<file path="src/rtl/flpf_pkg.sv">
package flpf_pkg;

  typedef enum logic [1:0] {
    TRIG_OFF   = 2'd0,
    TRIG_INSTR = 2'd1,
    TRIG_DATA  = 2'd2,
    TRIG_ANY   = 2'd3
  } trig_mode_e;

  typedef enum logic {
    FILL_IDLE = 1'b0,
    FILL_BUSY = 1'b1
  } fill_state_e;

  function automatic logic trig_allows(input logic [1:0] mode, input logic is_instr);
    case (trig_mode_e'(mode))
      TRIG_INSTR: return is_instr;
      TRIG_DATA:  return !is_instr;
      TRIG_ANY:   return 1'b1;
      default:    return 1'b0;
    endcase
  endfunction

endpackage

</file>
<file path="src/rtl/flpf_prot.sv">
module flpf_prot #(
  parameter int unsigned NUM_MST = 4,
  parameter int unsigned MST_W   = 2
) (
  input  logic [MST_W-1:0]     master_i,
  input  logic                 write_i,
  input  logic [2*NUM_MST-1:0] perm_i,
  output logic                 allow_o
);

  always_comb begin
    allow_o = 1'b0;
    for (int m = 0; m < int'(NUM_MST); m++) begin
      if (master_i == MST_W'(m)) allow_o = write_i ? perm_i[2*m+1] : perm_i[2*m];
    end
  end

endmodule

</file>
<file path="src/rtl/flpf_lru.sv">
module flpf_lru #(
  parameter int unsigned NUM_BUF = 4,
  parameter int unsigned IDX_W   = 2
) (
  input  logic               clk_i,
  input  logic               rst_ni,
  input  logic               touch_i,
  input  logic [IDX_W-1:0]   touch_idx_i,
  input  logic [NUM_BUF-1:0] cand_i,
  input  logic [NUM_BUF-1:0] valid_i,
  output logic [IDX_W-1:0]   victim_o,
  output logic               victim_ok_o
);

  // age 0 = most recent; ages always form a permutation of 0..NUM_BUF-1
  logic [IDX_W-1:0] age_q [NUM_BUF];

  always_ff @(posedge clk_i or negedge rst_ni) begin
    if (!rst_ni) begin
      for (int b = 0; b < int'(NUM_BUF); b++) age_q[b] <= IDX_W'(b);
    end else if (touch_i) begin
      for (int b = 0; b < int'(NUM_BUF); b++) begin
        if (IDX_W'(b) == touch_idx_i)             age_q[b] <= '0;
        else if (age_q[b] < age_q[touch_idx_i])   age_q[b] <= age_q[b] + 1'b1;
      end
    end
  end

  logic             found_inv;
  logic [IDX_W-1:0] best_age;

  always_comb begin
    found_inv   = 1'b0;
    victim_o    = '0;
    victim_ok_o = 1'b0;
    best_age    = '0;
    for (int b = 0; b < int'(NUM_BUF); b++) begin
      if (cand_i[b] && !valid_i[b] && !found_inv) begin
        victim_o    = IDX_W'(b);
        victim_ok_o = 1'b1;
        found_inv   = 1'b1;
      end
    end
    if (!found_inv) begin
      for (int b = 0; b < int'(NUM_BUF); b++) begin
        if (cand_i[b] && (!victim_ok_o || age_q[b] > best_age)) begin
          victim_o    = IDX_W'(b);
          best_age    = age_q[b];
          victim_ok_o = 1'b1;
        end
      end
    end
  end

  logic [NUM_BUF-1:0] age_seen;
  always_comb begin
    age_seen = '0;
    for (int b = 0; b < int'(NUM_BUF); b++) age_seen[age_q[b]] = 1'b1;
  end

  p_age_perm_r8: assert property (@(posedge clk_i) disable iff (!rst_ni)
    $countones(age_seen) == NUM_BUF);

endmodule

</file>
<file path="src/rtl/flpf_line_store.sv">
module flpf_line_store #(
  parameter int unsigned NUM_BUF = 4,
  parameter int unsigned IDX_W   = 2,
  parameter int unsigned LINE_AW = 16,
  parameter int unsigned LINE_W  = 128,
  parameter int unsigned WORD_W  = 32,
  parameter int unsigned WSEL_W  = 2
) (
  input  logic               clk_i,
  input  logic               rst_ni,
  input  logic               flush_i,
  input  logic [LINE_AW-1:0] look_line_i,
  input  logic [WSEL_W-1:0]  word_sel_i,
  input  logic [LINE_AW-1:0] probe_line_i,
  input  logic               wr_en_i,
  input  logic [IDX_W-1:0]   wr_idx_i,
  input  logic [LINE_AW-1:0] wr_line_i,
  input  logic [LINE_W-1:0]  wr_data_i,
  output logic               hit_o,
  output logic [IDX_W-1:0]   hit_idx_o,
  output logic [WORD_W-1:0]  rdata_o,
  output logic               probe_hit_o,
  output logic [NUM_BUF-1:0] valid_o
);

  logic [NUM_BUF-1:0]             hit_vec;
  logic [NUM_BUF-1:0]             probe_vec;
  logic [NUM_BUF-1:0][WORD_W-1:0] word_arr;

  for (genvar b = 0; b < NUM_BUF; b++) begin : g_buf
    logic               valid_q;
    logic [LINE_AW-1:0] tag_q;
    logic [LINE_W-1:0]  data_q;

    always_ff @(posedge clk_i or negedge rst_ni) begin
      if (!rst_ni) begin
        valid_q <= 1'b0;
        tag_q   <= '0;
        data_q  <= '0;
      end else if (flush_i) begin
        valid_q <= 1'b0;
      end else if (wr_en_i && wr_idx_i == IDX_W'(b)) begin
        valid_q <= 1'b1;
        tag_q   <= wr_line_i;
        data_q  <= wr_data_i;
      end
    end

    assign valid_o[b]   = valid_q;
    assign hit_vec[b]   = valid_q && (tag_q == look_line_i);
    assign probe_vec[b] = valid_q && (tag_q == probe_line_i);
    assign word_arr[b]  = data_q[word_sel_i*WORD_W +: WORD_W];
  end

  always_comb begin
    hit_idx_o = '0;
    rdata_o   = '0;
    for (int b = 0; b < int'(NUM_BUF); b++) begin
      if (hit_vec[b]) begin
        hit_idx_o = IDX_W'(b);
        rdata_o   = word_arr[b];
      end
    end
  end

  assign hit_o       = |hit_vec;
  assign probe_hit_o = |probe_vec;

  p_single_match_r1: assert property (@(posedge clk_i) disable iff (!rst_ni)
    $onehot0(hit_vec));

  p_flush_clears_r9: assert property (@(posedge clk_i) disable iff (!rst_ni)
    flush_i |=> (valid_o == '0));

endmodule

</file>
<file path="src/rtl/flash_linebuf_ctrl.sv">
module flash_linebuf_ctrl
  import flpf_pkg::*;
#(
  parameter int unsigned NUM_BUF = 4,
  parameter int unsigned NUM_MST = 4,
  parameter int unsigned ADDR_W  = 20,
  parameter int unsigned LINE_W  = 128,
  parameter int unsigned WORD_W  = 32,
  parameter int unsigned WAIT_W  = 4,
  localparam int unsigned IDX_W   = $clog2(NUM_BUF),
  localparam int unsigned MST_W   = (NUM_MST > 1) ? $clog2(NUM_MST) : 1,
  localparam int unsigned OFF_W   = $clog2(LINE_W / 8),
  localparam int unsigned BYTE_W  = $clog2(WORD_W / 8),
  localparam int unsigned WSEL_W  = $clog2(LINE_W / WORD_W),
  localparam int unsigned LINE_AW = ADDR_W - OFF_W
) (
  input  logic                 clk_i,
  input  logic                 rst_ni,
  input  logic                 req_valid_i,
  input  logic                 req_write_i,
  input  logic                 req_instr_i,
  input  logic [MST_W-1:0]     req_master_i,
  input  logic [ADDR_W-1:0]    req_addr_i,
  output logic                 rsp_valid_o,
  output logic                 rsp_err_o,
  output logic [WORD_W-1:0]    rsp_rdata_o,
  input  logic [WAIT_W-1:0]    cfg_wait_i,
  input  logic [1:0]           cfg_trig_i,
  input  logic [NUM_MST-1:0]   cfg_mst_pf_i,
  input  logic [NUM_BUF-1:0]   cfg_ialloc_i,
  input  logic [NUM_BUF-1:0]   cfg_dalloc_i,
  input  logic [2*NUM_MST-1:0] cfg_perm_i,
  output logic                 arr_rd_o,
  output logic [LINE_AW-1:0]   arr_line_o,
  input  logic [LINE_W-1:0]    arr_rdata_i
);

  localparam int unsigned CFG_W = 2 + NUM_MST + 2 * NUM_BUF;

  // request decode
  logic [LINE_AW-1:0] req_line;
  logic [WSEL_W-1:0]  req_word;
  logic               unused_byte_bits;
  assign req_line         = req_addr_i[ADDR_W-1:OFF_W];
  assign req_word         = req_addr_i[BYTE_W +: WSEL_W];
  assign unused_byte_bits = ^req_addr_i[BYTE_W-1:0];

  logic perm_ok;
  flpf_prot #(.NUM_MST(NUM_MST), .MST_W(MST_W)) u_prot (
    .master_i (req_master_i),
    .write_i  (req_write_i),
    .perm_i   (cfg_perm_i),
    .allow_o  (perm_ok)
  );

  // fill engine state
  fill_state_e        st_q;
  logic [WAIT_W-1:0]  cnt_q;
  logic [LINE_AW-1:0] fill_line_q;
  logic               fill_instr_q;
  logic               fill_drop_q;
  logic               pf_pend_q;
  logic [LINE_AW-1:0] pf_line_q;
  logic               pf_instr_q;
  logic [CFG_W-1:0]   snap_q;

  logic [CFG_W-1:0] cfg_now;
  logic             cfg_chg;
  assign cfg_now = {cfg_trig_i, cfg_mst_pf_i, cfg_ialloc_i, cfg_dalloc_i};
  assign cfg_chg = (cfg_now != snap_q);

  // buffers and replacement
  logic               st_hit;
  logic [IDX_W-1:0]   st_hit_idx;
  logic [WORD_W-1:0]  st_rdata;
  logic               probe_hit;
  logic [NUM_BUF-1:0] buf_valid;
  logic [NUM_BUF-1:0] alloc_vec;
  logic [IDX_W-1:0]   victim;
  logic               victim_ok;
  logic               fill_done;
  logic               fill_wr;
  logic               touch;
  logic [IDX_W-1:0]   touch_idx;

  assign fill_done = (st_q == FILL_BUSY) && (cnt_q == '0);
  assign alloc_vec = fill_instr_q ? cfg_ialloc_i : cfg_dalloc_i;
  assign fill_wr   = fill_done && !fill_drop_q && victim_ok;

  flpf_line_store #(
    .NUM_BUF (NUM_BUF),
    .IDX_W   (IDX_W),
    .LINE_AW (LINE_AW),
    .LINE_W  (LINE_W),
    .WORD_W  (WORD_W),
    .WSEL_W  (WSEL_W)
  ) u_store (
    .clk_i        (clk_i),
    .rst_ni       (rst_ni),
    .flush_i      (cfg_chg),
    .look_line_i  (req_line),
    .word_sel_i   (req_word),
    .probe_line_i (pf_line_q),
    .wr_en_i      (fill_wr),
    .wr_idx_i     (victim),
    .wr_line_i    (fill_line_q),
    .wr_data_i    (arr_rdata_i),
    .hit_o        (st_hit),
    .hit_idx_o    (st_hit_idx),
    .rdata_o      (st_rdata),
    .probe_hit_o  (probe_hit),
    .valid_o      (buf_valid)
  );

  flpf_lru #(.NUM_BUF(NUM_BUF), .IDX_W(IDX_W)) u_lru (
    .clk_i       (clk_i),
    .rst_ni      (rst_ni),
    .touch_i     (touch),
    .touch_idx_i (touch_idx),
    .cand_i      (alloc_vec),
    .valid_i     (buf_valid),
    .victim_o    (victim),
    .victim_ok_o (victim_ok)
  );

  // response path
  logic rd_req;
  logic rd_ok;
  logic fill_hit;
  logic demand_miss;
  logic launch_dem;
  logic launch_pf;
  logic pf_skip;
  logic pf_alloc_any;
  logic pf_trig;

  assign rd_req      = req_valid_i && !req_write_i;
  assign rd_ok       = rd_req && perm_ok;
  assign fill_hit    = fill_done && (fill_line_q == req_line);
  assign demand_miss = rd_ok && !st_hit && !fill_hit;

  always_comb begin
    rsp_valid_o = 1'b0;
    rsp_err_o   = 1'b0;
    rsp_rdata_o = '0;
    if (req_valid_i && !perm_ok) begin
      rsp_valid_o = 1'b1;
      rsp_err_o   = 1'b1;
    end else if (req_valid_i && req_write_i) begin
      rsp_valid_o = 1'b1;
    end else if (rd_ok && st_hit) begin
      rsp_valid_o = 1'b1;
      rsp_rdata_o = st_rdata;
    end else if (rd_ok && fill_hit) begin
      rsp_valid_o = 1'b1;
      rsp_rdata_o = arr_rdata_i[req_word*WORD_W +: WORD_W];
    end
  end

  // fill write wins the LRU port over a concurrent hit
  assign touch     = fill_wr || (rd_ok && st_hit);
  assign touch_idx = fill_wr ? victim : st_hit_idx;

  // prefetch control
  assign pf_alloc_any = |(pf_instr_q ? cfg_ialloc_i : cfg_dalloc_i);
  assign pf_trig      = rsp_valid_o && !rsp_err_o && !req_write_i
                        && trig_allows(cfg_trig_i, req_instr_i)
                        && cfg_mst_pf_i[req_master_i];
  assign launch_dem   = demand_miss && (st_q == FILL_IDLE);
  assign pf_skip      = pf_pend_q && (st_q == FILL_IDLE) && !demand_miss
                        && (probe_hit || !pf_alloc_any);
  assign launch_pf    = pf_pend_q && (st_q == FILL_IDLE) && !demand_miss
                        && !probe_hit && pf_alloc_any && !cfg_chg;

  always_ff @(posedge clk_i or negedge rst_ni) begin
    if (!rst_ni) begin
      st_q         <= FILL_IDLE;
      cnt_q        <= '0;
      fill_line_q  <= '0;
      fill_instr_q <= 1'b0;
      fill_drop_q  <= 1'b0;
      pf_pend_q    <= 1'b0;
      pf_line_q    <= '0;
      pf_instr_q   <= 1'b0;
      snap_q       <= '0;
    end else begin
      snap_q <= cfg_now;
      if (st_q == FILL_IDLE) begin
        if (launch_dem) begin
          st_q         <= FILL_BUSY;
          cnt_q        <= cfg_wait_i;
          fill_line_q  <= req_line;
          fill_instr_q <= req_instr_i;
          fill_drop_q  <= cfg_chg;
        end else if (launch_pf) begin
          st_q         <= FILL_BUSY;
          cnt_q        <= cfg_wait_i;
          fill_line_q  <= pf_line_q;
          fill_instr_q <= pf_instr_q;
          fill_drop_q  <= 1'b0;
        end
      end else begin
        if (cnt_q == '0) st_q <= FILL_IDLE;
        else             cnt_q <= cnt_q - 1'b1;
        if (cfg_chg) fill_drop_q <= 1'b1;
      end
      if (cfg_chg) begin
        pf_pend_q <= 1'b0;
      end else if (pf_trig) begin
        pf_pend_q  <= 1'b1;
        pf_line_q  <= req_line + 1'b1;
        pf_instr_q <= req_instr_i;
      end else if (launch_pf || pf_skip) begin
        pf_pend_q <= 1'b0;
      end
    end
  end

  assign arr_rd_o   = (st_q == FILL_BUSY);
  assign arr_line_o = fill_line_q;

  p_line_held_r3: assert property (@(posedge clk_i) disable iff (!rst_ni)
    (arr_rd_o && cnt_q != '0) |=> (arr_rd_o && $stable(arr_line_o)));

  p_wait_loaded_r3: assert property (@(posedge clk_i) disable iff (!rst_ni)
    $rose(arr_rd_o) |-> (cnt_q == $past(cfg_wait_i)));

  p_demand_first_r4: assert property (@(posedge clk_i) disable iff (!rst_ni)
    (pf_pend_q && !arr_rd_o && demand_miss) |=> (arr_rd_o && arr_line_o == $past(req_line)));

  p_hit_now_r1: assert property (@(posedge clk_i) disable iff (!rst_ni)
    (rd_ok && st_hit) |-> (rsp_valid_o && !rsp_err_o));

  p_fill_enabled_r7: assert property (@(posedge clk_i) disable iff (!rst_ni)
    fill_wr |-> alloc_vec[victim]);

  p_read_denied_r10: assert property (@(posedge clk_i) disable iff (!rst_ni)
    (req_valid_i && !req_write_i && !cfg_perm_i[{req_master_i, 1'b0}]) |-> (rsp_valid_o && rsp_err_o));

  p_write_ok_r11: assert property (@(posedge clk_i) disable iff (!rst_ni)
    (req_valid_i && req_write_i && cfg_perm_i[{req_master_i, 1'b1}]) |-> (rsp_valid_o && !rsp_err_o));

endmodule

</file>
<file path="config.mk">
export PLATFORM = sky130hd
export DESIGN_NAME = flash_linebuf_ctrl
export DESIGN_NICKNAME = d
export VERILOG_FILES = /design/src/rtl/flpf_pkg.sv /design/src/rtl/flpf_prot.sv /design/src/rtl/flpf_lru.sv /design/src/rtl/flpf_line_store.sv /design/src/rtl/flash_linebuf_ctrl.sv
export SDC_FILE = /design/constraint.sdc
export NUM_CORES = 1
export LEC_CHECK = 0
export ABC_CLOCK_PERIOD_IN_PS = 14100
export BUFFER_PORTS_ARGS = -buffer_cell sky130_fd_sc_hd__buf_2
export CAP_MARGIN = 20
export CORE_MARGIN = 2
export CORE_UTILIZATION = 47
export CTS_CLUSTER_DIAMETER = 150
export DETAILED_ROUTE_END_ITERATION = 10
export GPL_TIMING_DRIVEN = 0
export SYNTH_ARGS = -nofsm -noshare
export SYNTH_HDL_FRONTEND = slang
export SYNTH_SLANG_ARGS = --single-unit
</file>
<file path="constraint.sdc">
create_clock -name clk_i -period 14.1 [get_ports clk_i]
set_input_delay 2.82 -clock clk_i [delete_from_list [all_inputs] [get_ports clk_i]]
set_output_delay 2.82 -clock clk_i [all_outputs]
set_load 0.005 [all_outputs]
</file>
==> results of run 1 <==
worst max-delay path, delay by kind of cell:
family	cells	cell delay [ns]
AO/OA/AOI/OAI	3	1.18
XOR/XNOR	1	0.18
buffers and inverters	5	1.90
AND/OR/NAND/NOR	3	1.00
cell families (layout without fill, tap and decap cells):
family	count (synthesis)	count (layout)	share of synthesized area, %
multiplexers	771	771	32.5
flip-flops	643	643	49.8
AND/OR/NAND/NOR	335	335	5.28
AO/OA/AOI/OAI	234	234	4.61
buffers and inverters	193	550	2.79
XOR/XNOR	173	173	4.69
adder cells (fa/ha/maj)	10	10	0.387
other	0	4	0
sequential cells by signal, summed over array words and instances, names as in the netlist:
signal and count:
pf_instr_q 1, u_store.g_buf.valid_q 4, u_lru.age_q 8, arr_rd_o 1, u_store.g_buf.data_q 512, arr_line_o 16, fill_instr_q 1, fill_drop_q 1
snap_q 14, u_store.g_buf.tag_q 64, cnt_q 4, pf_pend_q 1, pf_line_q 16
cell type report:
| type | instances | area (µm²) |
|---|---|---|
| antenna | 4 | 10.0 |
| buffer | 175 | 835 |
| clock buffer | 109 | 2240 |
| clock inverter | 14 | 260 |
| fill | 5626 | 31000 |
| inverter | 18 | 67.6 |
| multi-input combinational | 1523 | 15300 |
| sequential | 643 | 16100 |
| tap | 882 | 1100 |
| timing repair buffer | 234 | 1440 |
final timing paths:
check	to	slack, ns
max	rsp_rdata_o[22]	4.18
min reg2reg	u_store.g_buf[0].data_q[90]$_DFFE_PN0P_	0.50
max reg2reg	u_store.g_buf[0].data_q[91]$_DFFE_PN0P_	5.95
min	u_store.g_buf[0].data_q[90]$_DFFE_PN0P_	0.50
max in group asynchronous	u_store.g_buf[2].data_q[81]$_DFFE_PN0P_	9.58
min in group asynchronous	arr_line_o[12]$_DFFE_PN0P_	2.16
power by group:
| group | internal [mW] | total, mW | switching (mW) |
|---|---|---|---|
| combinational | 0.174 | 0.429 | 0.255 |
| clock | 1.22 | 1.99 | 0.774 |
| sequential | 1.88 | 1.96 | 0.0776 |
| total | 3.27 | 4.38 | 1.11 |
layout by cell type (no fill, tap or decap), types with 6 or more instances in the layout:
cell,Yosys,routed
a21o_1,36,36
a21oi_1,78,78
a22oi_1,10,10
a31oi_1,8,8
buf_1,21,21
buf_16,0,6
buf_2,61,275
buf_4,23,24
buf_8,0,13
bufinv_16,0,7
clkbuf_1,68,80
clkbuf_16,0,76
clkbuf_8,0,21
dfrtp_1,639,639
ha_1,10,10
inv_1,18,18
mux2_1,8,8
mux2_2,585,585
mux2i_1,15,15
mux4_2,163,163
nand2_1,122,122
nand3_1,58,58
nand4_1,24,24
nor2_1,31,31
nor2b_1,7,7
nor3_1,14,14
nor3b_1,34,34
nor4_1,17,16
o21ai_0,50,50
xnor2_1,114,114
xor2_1,59,59
per-stage QoR:
stage	setup WS [ns]	total power, mW	std cells
6_report	4.18	4.38	3602
5_1_grt	3.82	4.53	3600
4_1_cts	4.27	4.41	3595
3_5_place_dp	3.82	2.42	3472
3_3_place_gp	-3.21	2.40	3454
2_1_floorplan	5.37	2.19	2359
routing by layer:
layer | wire [µm] | GRT usage (%) | share of wire [%]
met1 | 43800 | 39.9 | 43
met2 | 48300 | 46.6 | 47
met3 | 6400 | 5.29 | 6.3
met4 | 3370 | 10.5 | 3.3
met5 | 60 | 0 | 0.059
==> results.json, run 1 <==
{
  "status": "finished, final reports clean",
  "syn_to_final_growth_pct": 15.6,
  "place_area_mm2": 0.0348,
  "cp_cell_sequence": "buf_2, buf_2, xnor2_1, nand4_1, nor4_1, a32oi_1, a31oi_1, clkbuf_1, clkbuf_1, nor3b_1, a21o_1, buf_2",
  "avgRoutedWirePerCell_um": 28.3,
  "numClockSinks": 643,
  "cp-end-kind": "primary output",
  "cts_tree": "yes",
  "yosys.area.top_type": "dfrtp_1",
  "numPortBuffers": 213,
  "crit_fanout": 10,
  "synthTopCellsByCount": "dfrtp_1 (639), mux2_2 (585), mux4_2 (163), nand2_1 (122), xnor2_1 (114)",
  "async_flop_share_pct": 100,
  "synth_area_leaders": "dfrtp_1 (49%), mux2_2 (20%), mux4_2 (11%), xnor2_1 (3.1%), xor2_1 (1.6%)",
  "yosysTopAreaCellShare_pct": 49.5,
  "start_kind": "input pin",
  "die_w_um": 266,
  "hold_depth": 1,
  "yosys_warnings": 0,
  "r2r_start": "fill_instr_q$_DFFE_PN0P_",
  "synthDistinctLibCells": 73,
  "core_mm2": 0.0683,
  "final_util_pct": 54.7,
  "synth-main-ff-cell": "dfrtp_1",
  "syn_inst": 2359,
  "synth_edf_count": 0,
  "finalNetCount": 2858,
  "vias": 21900,
  "path_clk_slew_ns": 0.05,
  "syn_avg_cell_area_um2": 13.7,
  "fp-row-count": 96,
  "slew_headroom_pct": 26.4,
  "crit_top_cell": "buf_2",
  "clk_path_buf_depth": 3,
  "cts_buffers": 72,
  "fmax_ghz": 0.101,
  "r2r_cells": 30,
  "dieArea_mm2": 0.0709,
  "post-synth-top-count-cell": "dfrtp_1",
  "hold_path.class": "reg -> reg",
  "cts_resized": 0,
  "cts_hold_buf": 0,
  "arrival_ns": 7.10,
  "clockRootBuffer": "clkbuf_16",
  "vdd_ir_drop_max_mv": 0.0875,
  "min_from": "u_store.g_buf[0].data_q[90]$_DFFE_PN0P_",
  "ios": 232,
  "grt_pass1_wl_um": 151000,
  "syn-num-nets": 2550,
  "grt_pass1_vias": 23000,
  "fin_crit_sh_pct": 70.4,
  "postCtsSetupBuffers": 0,
  "rsz0062_at_grt": "false",
  "drv_slew": 0,
  "antenna_found_initial": 9,
  "powerDensity_mw_per_mm2": 117,
  "netlist_area_mm2": 0.0323,
  "drt-vias-per-instance": 6.08,
  "wirelength_um": 102000,
  "grt_overflow_total": 0,
  "fin_area_mm2": 0.0374,
  "cap_violations": 0,
  "insertion_delay_ns": 0.62,
  "seq_area_frac_synth_pct": 49.8,
  "gp_congestion": 0.906,
  "tns_ns": 0,
  "drtAntennaViolNets": 0,
  "finalSetupViolations": 0,
  "crit_path_top_delay_cell": "clkbuf_1",
  "synth_seq_cells": 643,
  "drtIter0Drc": 1755,
  "grt_max_degree": 108,
  "leakage_nw": 18.1,
  "initial_core_util_pct": 47.3,
  "skew_ns": 0.0199,
  "crit_start": "req_addr_i[4]",
  "criticalPathCategory": "in -> out",
  "die_h_um": 266,
  "hold_slack_ns": 0.499,
  "hpwlAfterDp_um": 70100,
  "first_pass_iters": 5,
  "worst_ep_required_time_ns": 11.28,
  "grtUsageTotal_pct": 29.1,
  "drc": 0,
  "hold_viol": 0,
  "h-tree-depth": 3,
  "tightest_slew_ns": 1.10,
  "cp_slowest_stage_delay_ns": 0.79,
  "drive_gt1_share_pct": 44.2,
  "finalCriticalPeriod_ns": 9.92
}
Note: power is estimated with default switching activity, not from simulation.
==> run 2, diff against run 1 <==
--- a/config.mk
+++ b/config.mk
@@ -5,7 +5,7 @@
 export SDC_FILE = /design/constraint.sdc
 export NUM_CORES = 1
 export LEC_CHECK = 0
-export ABC_CLOCK_PERIOD_IN_PS = 14100
+export ABC_CLOCK_PERIOD_IN_PS = 8800
 export BUFFER_PORTS_ARGS = -buffer_cell sky130_fd_sc_hd__buf_2
 export CAP_MARGIN = 20
 export CORE_MARGIN = 2
@@ -13,6 +13,7 @@
 export CTS_CLUSTER_DIAMETER = 150
 export DETAILED_ROUTE_END_ITERATION = 10
 export GPL_TIMING_DRIVEN = 0
+export PLACE_DENSITY = 0.67
 export SYNTH_ARGS = -nofsm -noshare
 export SYNTH_HDL_FRONTEND = slang
 export SYNTH_SLANG_ARGS = --single-unit
==> constraint.sdc (replaced) <==
create_clock -name clk_i -period 8.8 [get_ports clk_i]
set_input_delay 1.76 -clock clk_i [delete_from_list [all_inputs] [get_ports clk_i]]
set_output_delay 1.76 -clock clk_i [all_outputs]
set_load 0.005 [all_outputs]
==> run 2 against run 1 <==
Against the previous run:
- total power is 59% higher
- first-iteration DRC count is 0.23% lower
- register-to-register slack worse by 4.8 ns
- clock-buffer cell count is 5 lower
- hold slack better by 0.0015 ns
- sequential power is 60% higher
- global-route usage is 0.38 points lower
- largest cell class unchanged
- highest routed layer unchanged
==> results.json, run 2 (same netlist as run 1, synthesis figures left out) <==
{
  "crit_path_top_delay_cell": "or4b_1",
  "vdd_ir_drop_max_mv": 0.139,
  "finalNetCount": 2863,
  "cts_buffers": 73,
  "leakage_nw": 18.1,
  "r2r-end": "u_store.g_buf[1].data_q[121]$_DFFE_PN0P_",
  "ios": 232,
  "reg2reg_setup_slack_ns": 1.19,
  "grt_overflow_total": 0,
  "gp_congestion": 0.904,
  "cp-end-kind": "flip-flop",
  "criticalPathCategory": "in -> reg",
  "min_to": "u_store.g_buf[3].data_q[118]$_DFFE_PN0P_",
  "drive_gt1_share_pct": 44.5,
  "swShare_pct": 25.8,
  "hold_viol": 0,
  "fin_area_mm2": 0.0374,
  "min_from": "u_store.g_buf[3].data_q[118]$_DFFE_PN0P_",
  "cts_tree": "yes",
  "grt_pass1_vias": 23900,
  "drv_slew": 0,
  "hold_depth": 1,
  "syn_to_final_growth_pct": 15.8,
  "dieArea_mm2": 0.0709,
  "insertion_delay_ns": 0.64,
  "wirelength_um": 101000,
  "combPwrFrac_pct": 9.8,
  "drt-vias-per-instance": 6.20,
  "worst_ep_required_time_ns": 9.31,
  "powerDensity_mw_per_mm2": 186,
  "hold_path.class": "reg -> reg",
  "initial_core_util_pct": 47.3,
  "drtIter0Drc": 1751,
  "numPortBuffers": 213,
  "drtAntennaViolNets": 0,
  "h-tree-depth": 3,
  "clockRootBuffer": "clkbuf_16",
  "vias": 22400,
  "grt_pass1_wl_um": 151000,
  "final_common_cell": "dfrtp_1",
  "fp-row-count": 96,
  "regMostFlops": "u_store.g_buf.data_q",
  "skew_ns": 0.0362,
  "cp_slowest_stage_delay_ns": 0.51,
  "grtUsageTotal_pct": 28.7,
  "final_cell_mix": "dfrtp_1 (639), mux2_2 (585), buf_2 (272)",
  "avgRoutedWirePerCell_um": 27.9,
  "fmax_ghz": 0.121,
  "die_w_um": 266,
  "slew_headroom_pct": 23.1,
  "first_pass_iters": 5,
  "largest_register_ffs": 512,
  "arrival_ns": 8.79,
  "start_kind": "input pin",
  "antenna_found_initial": 19,
  "crit_fanout": 10,
  "core_mm2": 0.0683,
  "r2r_start": "fill_instr_q$_DFFE_PN0P_",
  "grt_max_degree": 125,
  "p_sw_mw": 1.80,
  "finalCriticalPeriod_ns": 8.28,
  "r2r_cells": 31,
  "tightest_slew_ns": 1.15,
  "cap_violations": 0,
  "final_util_pct": 54.8,
  "drc": 0,
  "finalSetupViolations": 0,
  "numClockSinks": 643,
  "top_regs": "u_store.g_buf.data_q: 512 flops, u_store.g_buf.tag_q: 64 flops",
  "die_h_um": 266,
  "p_clk_share_pct": 45.3,
  "crit_top_cell": "nor2b_1",
  "fin_crit_sh_pct": 94.1,
  "place_area_mm2": 0.0347,
  "pwr-share-seq_pct": 44.9,
  "hpwlAfterDp_um": 69700,
  "p_int_mw": 5.17,
  "status": "finished, final reports clean",
  "cts_hold_buf": 0,
  "path_clk_slew_ns": 0.06,
  "clk_path_buf_depth": 3
}
[run 2: cell types whose count changed in the layout (fill, tap and decap cells not counted), sizes merged]
cell	change
diode	+6
clkinv	+11
bufinv	-1
clkinvlp	+1
buf	+3
clkbuf	-4
[run 2: cell type report]
class	count	area (µm²)
Fill cell	5588	30900
Antenna cell	10	25.0
Sequential cell	643	16100
Timing Repair Buffer	238	1460
Inverter	18	67.6
Clock buffer	104	2150
Multi-Input combinational cell	1523	15400
Buffer	175	840
Clock inverter	25	329
Tap cell	882	1100
[run 2: metal layers]
metal	global-route usage [%]	share of wire, %	vias to the layer above
li1	-	-	9331
met1	37.0	40	11900
met2	46.9	49	957
met3	7.19	7.8	230
met4	10.9	3.5	18
met5	0	0.11	-
[run 2: how the worst max path moves through the flow]
stage	startpoint	endpoint	slack [ns]
3_5_place_dp	cfg_dalloc_i[0]	u_store.g_buf[0].data_q[124]$_DFFE_PN0P_	-0.40
4_1_cts	cfg_dalloc_i[0]	u_store.g_buf[0].data_q[121]$_DFFE_PN0P_	0.23
2_1_floorplan	cfg_ialloc_i[0]	u_lru.age_q[7]$_DFFE_PN0P_	1.13
5_1_grt	cfg_dalloc_i[0]	u_store.g_buf[3].data_q[121]$_DFFE_PN0P_	-0.05
6_report	cfg_dalloc_i[0]	u_store.g_buf[1].data_q[121]$_DFFE_PN0P_	0.52
3_3_place_gp	rst_ni	u_store.g_buf[3].data_q[113]$_DFFE_PN0P_	-7.01
[run 2: power groups by stage]
stage	Sequential [mW]	Combinational, mW	Clock [mW]
2_1_floorplan	3.14	0.369	0
3_3_place_gp	3.18	0.639	0
3_5_place_dp	3.18	0.672	0
4_1_cts	3.13	0.674	3.20
5_1_grt	3.14	0.751	3.32
6_report	3.13	0.685	3.16
[run 2: metrics by stage]
| step | power, mW | worst slack, ns | cells | hold WS (ns) | TNS, ns |
|---|---|---|---|---|---|
| after floorplan | 3.51 | 1.13 | 2359 | 0.474 | 0 |
| after global placement | 3.82 | -7.01 | 3454 | 0.482 | -4445.65 |
| after detailed placement | 3.85 | -0.401 | 3465 | 0.488 | -62.58 |
| after CTS | 7.00 | 0.226 | 3594 | 0.502 | 0 |
| after global routing | 7.21 | -0.0522 | 3613 | 0.511 | -1.07 |
| final | 6.98 | 0.519 | 3618 | 0.501 | 0 |
[run 2: timing repair]
| action | in CTS | in global routing |
|---|---|---|
| setup buffers | 0 | 5 |
| gates resized for setup | 0 | 8 |
| endpoints found under the setup margin | 0 | 241 |
[run 2: critical path, delay by kind of cell]
| kind | cells | cell delay, ns |
|---|---|---|
| adder cells (fa/ha/maj) | 3 | 0.84 |
| multiplexers | 3 | 1.00 |
| AO/OA/AOI/OAI | 9 | 2.07 |
| AND/OR/NAND/NOR | 12 | 2.25 |
| buffers and inverters | 4 | 0.86 |
==> run 3, diff against run 2 <==
--- a/config.mk
+++ b/config.mk
@@ -13,7 +13,7 @@
 export CTS_CLUSTER_DIAMETER = 150
 export DETAILED_ROUTE_END_ITERATION = 10
 export GPL_TIMING_DRIVEN = 0
-export PLACE_DENSITY = 0.67
+export PLACE_DENSITY = 0.72
 export SYNTH_ARGS = -nofsm -noshare
 export SYNTH_HDL_FRONTEND = slang
 export SYNTH_SLANG_ARGS = --single-unit
==> run 3 against run 2 <==
Against the previous run:
- hold slack got worse by 0.0012 ns
- largest cell class unchanged
- die area did not move
- utilization fell by 0.18 points
- global-route usage fell by 0.63 points
- critical endpoint is now u_store.g_buf[2].data_q[123]$_DFFE_PN0P_
- non-clock buffer count fell by 5
==> results.json, run 3 (same netlist as run 1, synthesis figures left out) <==
{
  "status": "finished, final reports clean",
  "clk_path_buf_depth": 3,
  "drive_gt1_share_pct": 44.3,
  "tightest_slew_ns": 1.16,
  "wl_met3_um": 7810,
  "drc": 0,
  "place_area_mm2": 0.0347,
  "route.met2.wl_um": 48100,
  "final_util_pct": 54.6,
  "grt_pass1_wl_um": 149000,
  "first_pass_iters": 5,
  "fin_area_mm2": 0.0373,
  "start_kind": "input pin",
  "grt_pass1_vias": 23600,
  "reg2reg_setup_slack_ns": 1.10,
  "cts_buffers": 72,
  "dieArea_mm2": 0.0709,
  "largest_register_ffs": 512,
  "worst_ep_required_time_ns": 9.29,
  "grt_max_degree": 128,
  "criticalPathCategory": "in -> reg",
  "fp-row-count": 96,
  "syn_to_final_growth_pct": 15.4,
  "finalPower_mw": 6.90,
  "grtUsageTotal_pct": 28.1,
  "grt_overflow_total": 0,
  "crit_path_top_delay_cell": "or4b_1",
  "powerDensity_mw_per_mm2": 185,
  "core_mm2": 0.0683,
  "finalCriticalPeriod_ns": 8.40,
  "drtAntennaViolNets": 0,
  "combPwrFrac_pct": 9.9,
  "drv_slew": 0,
  "regMostFlops": "u_store.g_buf.data_q",
  "finalNetCount": 2857,
  "skew_ns": 0.0354,
  "fin_crit_sh_pct": 95.4,
  "pwr-share-seq_pct": 45.4,
  "numClockSinks": 643,
  "insertion_delay_ns": 0.64,
  "hold_slack_ns": 0.499,
  "cp-end-kind": "flip-flop",
  "die_w_um": 266,
  "p_clk_share_pct": 44.7,
  "leakage_nw": 18.0,
  "hold_path.class": "reg -> reg",
  "h-tree-depth": 3,
  "arrival_ns": 8.89,
  "crit_top_cell": "nor2b_1",
  "die_h_um": 266,
  "vias": 22300,
  "cap_violations": 0,
  "gp_congestion": 0.924,
  "cp_slowest_stage_delay_ns": 0.52,
  "top_regs": "u_store.g_buf.data_q: 512 flops, u_store.g_buf.tag_q: 64 flops",
  "hold_viol": 0,
  "path_clk_slew_ns": 0.06,
  "ios": 232,
  "swShare_pct": 25.8,
  "postCtsSetupBuffers": 0,
  "drt-vias-per-instance": 6.19,
  "wirelength_um": 99100,
  "cts_tree": "yes",
  "final_common_cell": "dfrtp_1",
  "hpwlAfterDp_um": 68500,
  "wirelength_met1_um": 39900,
  "numPortBuffers": 213,
  "slew_headroom_pct": 22.4,
  "vdd_ir_drop_max_mv": 0.145,
  "top_layer": "met5",
  "initial_core_util_pct": 47.3,
  "drtIter0Drc": 2137,
  "p_int_mw": 5.11,
  "crit_fanout": 10,
  "avgRoutedWirePerCell_um": 27.5,
  "rsz0062_at_grt": "false",
  "antenna_found_initial": 17,
  "p_sw_mw": 1.78,
  "finalSetupViolations": 0,
  "final_cell_mix": "dfrtp_1 (639), mux2_2 (585), buf_2 (271)",
  "clockRootBuffer": "clkbuf_16",
  "fmax_ghz": 0.119
}
[run 3: what timing repair did]
action / in CTS / in global routing
gates resized for setup: 0 / 6
hold buffers: 0 / 0
setup endpoints to repair: 0 / 284
[run 3: per-stage QoR]
step	setup TNS (ns)	setup WS (ns)	cells
after floorplan	0	1.13	2359
after global placement	-4332.54	-6.81	3454
after detailed placement	-62.47	-0.452	3465
after CTS	0	0.158	3590
after global routing	0	0.0189	3602
final	0	0.402	3606
[run 3: final timing paths]
path	cells past startpoint	to	startpoint
hold reg to reg	1	u_store.g_buf[3].data_q[103]$_DFFE_PN0P_	u_store.g_buf[3].data_q[103]$_DFFE_PN0P_
min in group asynchronous	1	arr_line_o[6]$_DFFE_PN0P_	rst_ni
hold / removal	1	u_store.g_buf[3].data_q[103]$_DFFE_PN0P_	u_store.g_buf[3].data_q[103]$_DFFE_PN0P_
setup reg to reg	32	u_store.g_buf[2].data_q[123]$_DFFE_PN0P_	fill_instr_q$_DFFE_PN0P_
max in group asynchronous	4	u_store.g_buf[2].data_q[81]$_DFFE_PN0P_	rst_ni
setup / recovery	32	u_store.g_buf[2].data_q[123]$_DFFE_PN0P_	cfg_ialloc_i[2]
[run 3: worst max-delay path: cells and delay by family]
family	cells	cell delay, ns
buffers and inverters	4	1.04
and+or+nand+nor	13	2.64
AOI/OAI and AO/OA	10	1.77
muxes	2	0.78
adders and majority gates	3	0.87
[run 3: area by class of cell]
type                       count  area (µm²)
fill                        5601       31000
sequential                   643       16100
multi-input combinational   1523       15400
clock buffer                 100        2060
timing repair buffer         233        1430
tap                          882        1100
buffer                       175         840
clock inverter                25         340
inverter                      18        67.6
antenna                        7        17.5
[run 3: per-layer routing]
layer / up-vias / global-route usage (%)
li1: 9303 / -
met1: 11700 / 36.8
met2: 1080 / 45.9
met3: 242 / 6.55
met4: 24 / 9.85
met5: - / 0
[run 3: power groups by stage]
stage / Clock (mW) / Sequential [mW] / Combinational, mW
4_1_cts: 3.12 / 3.13 / 0.675
3_5_place_dp: 0 / 3.18 / 0.672
3_3_place_gp: 0 / 3.18 / 0.635
2_1_floorplan: 0 / 3.14 / 0.369
5_1_grt: 3.24 / 3.14 / 0.754
6_report: 3.08 / 3.13 / 0.684
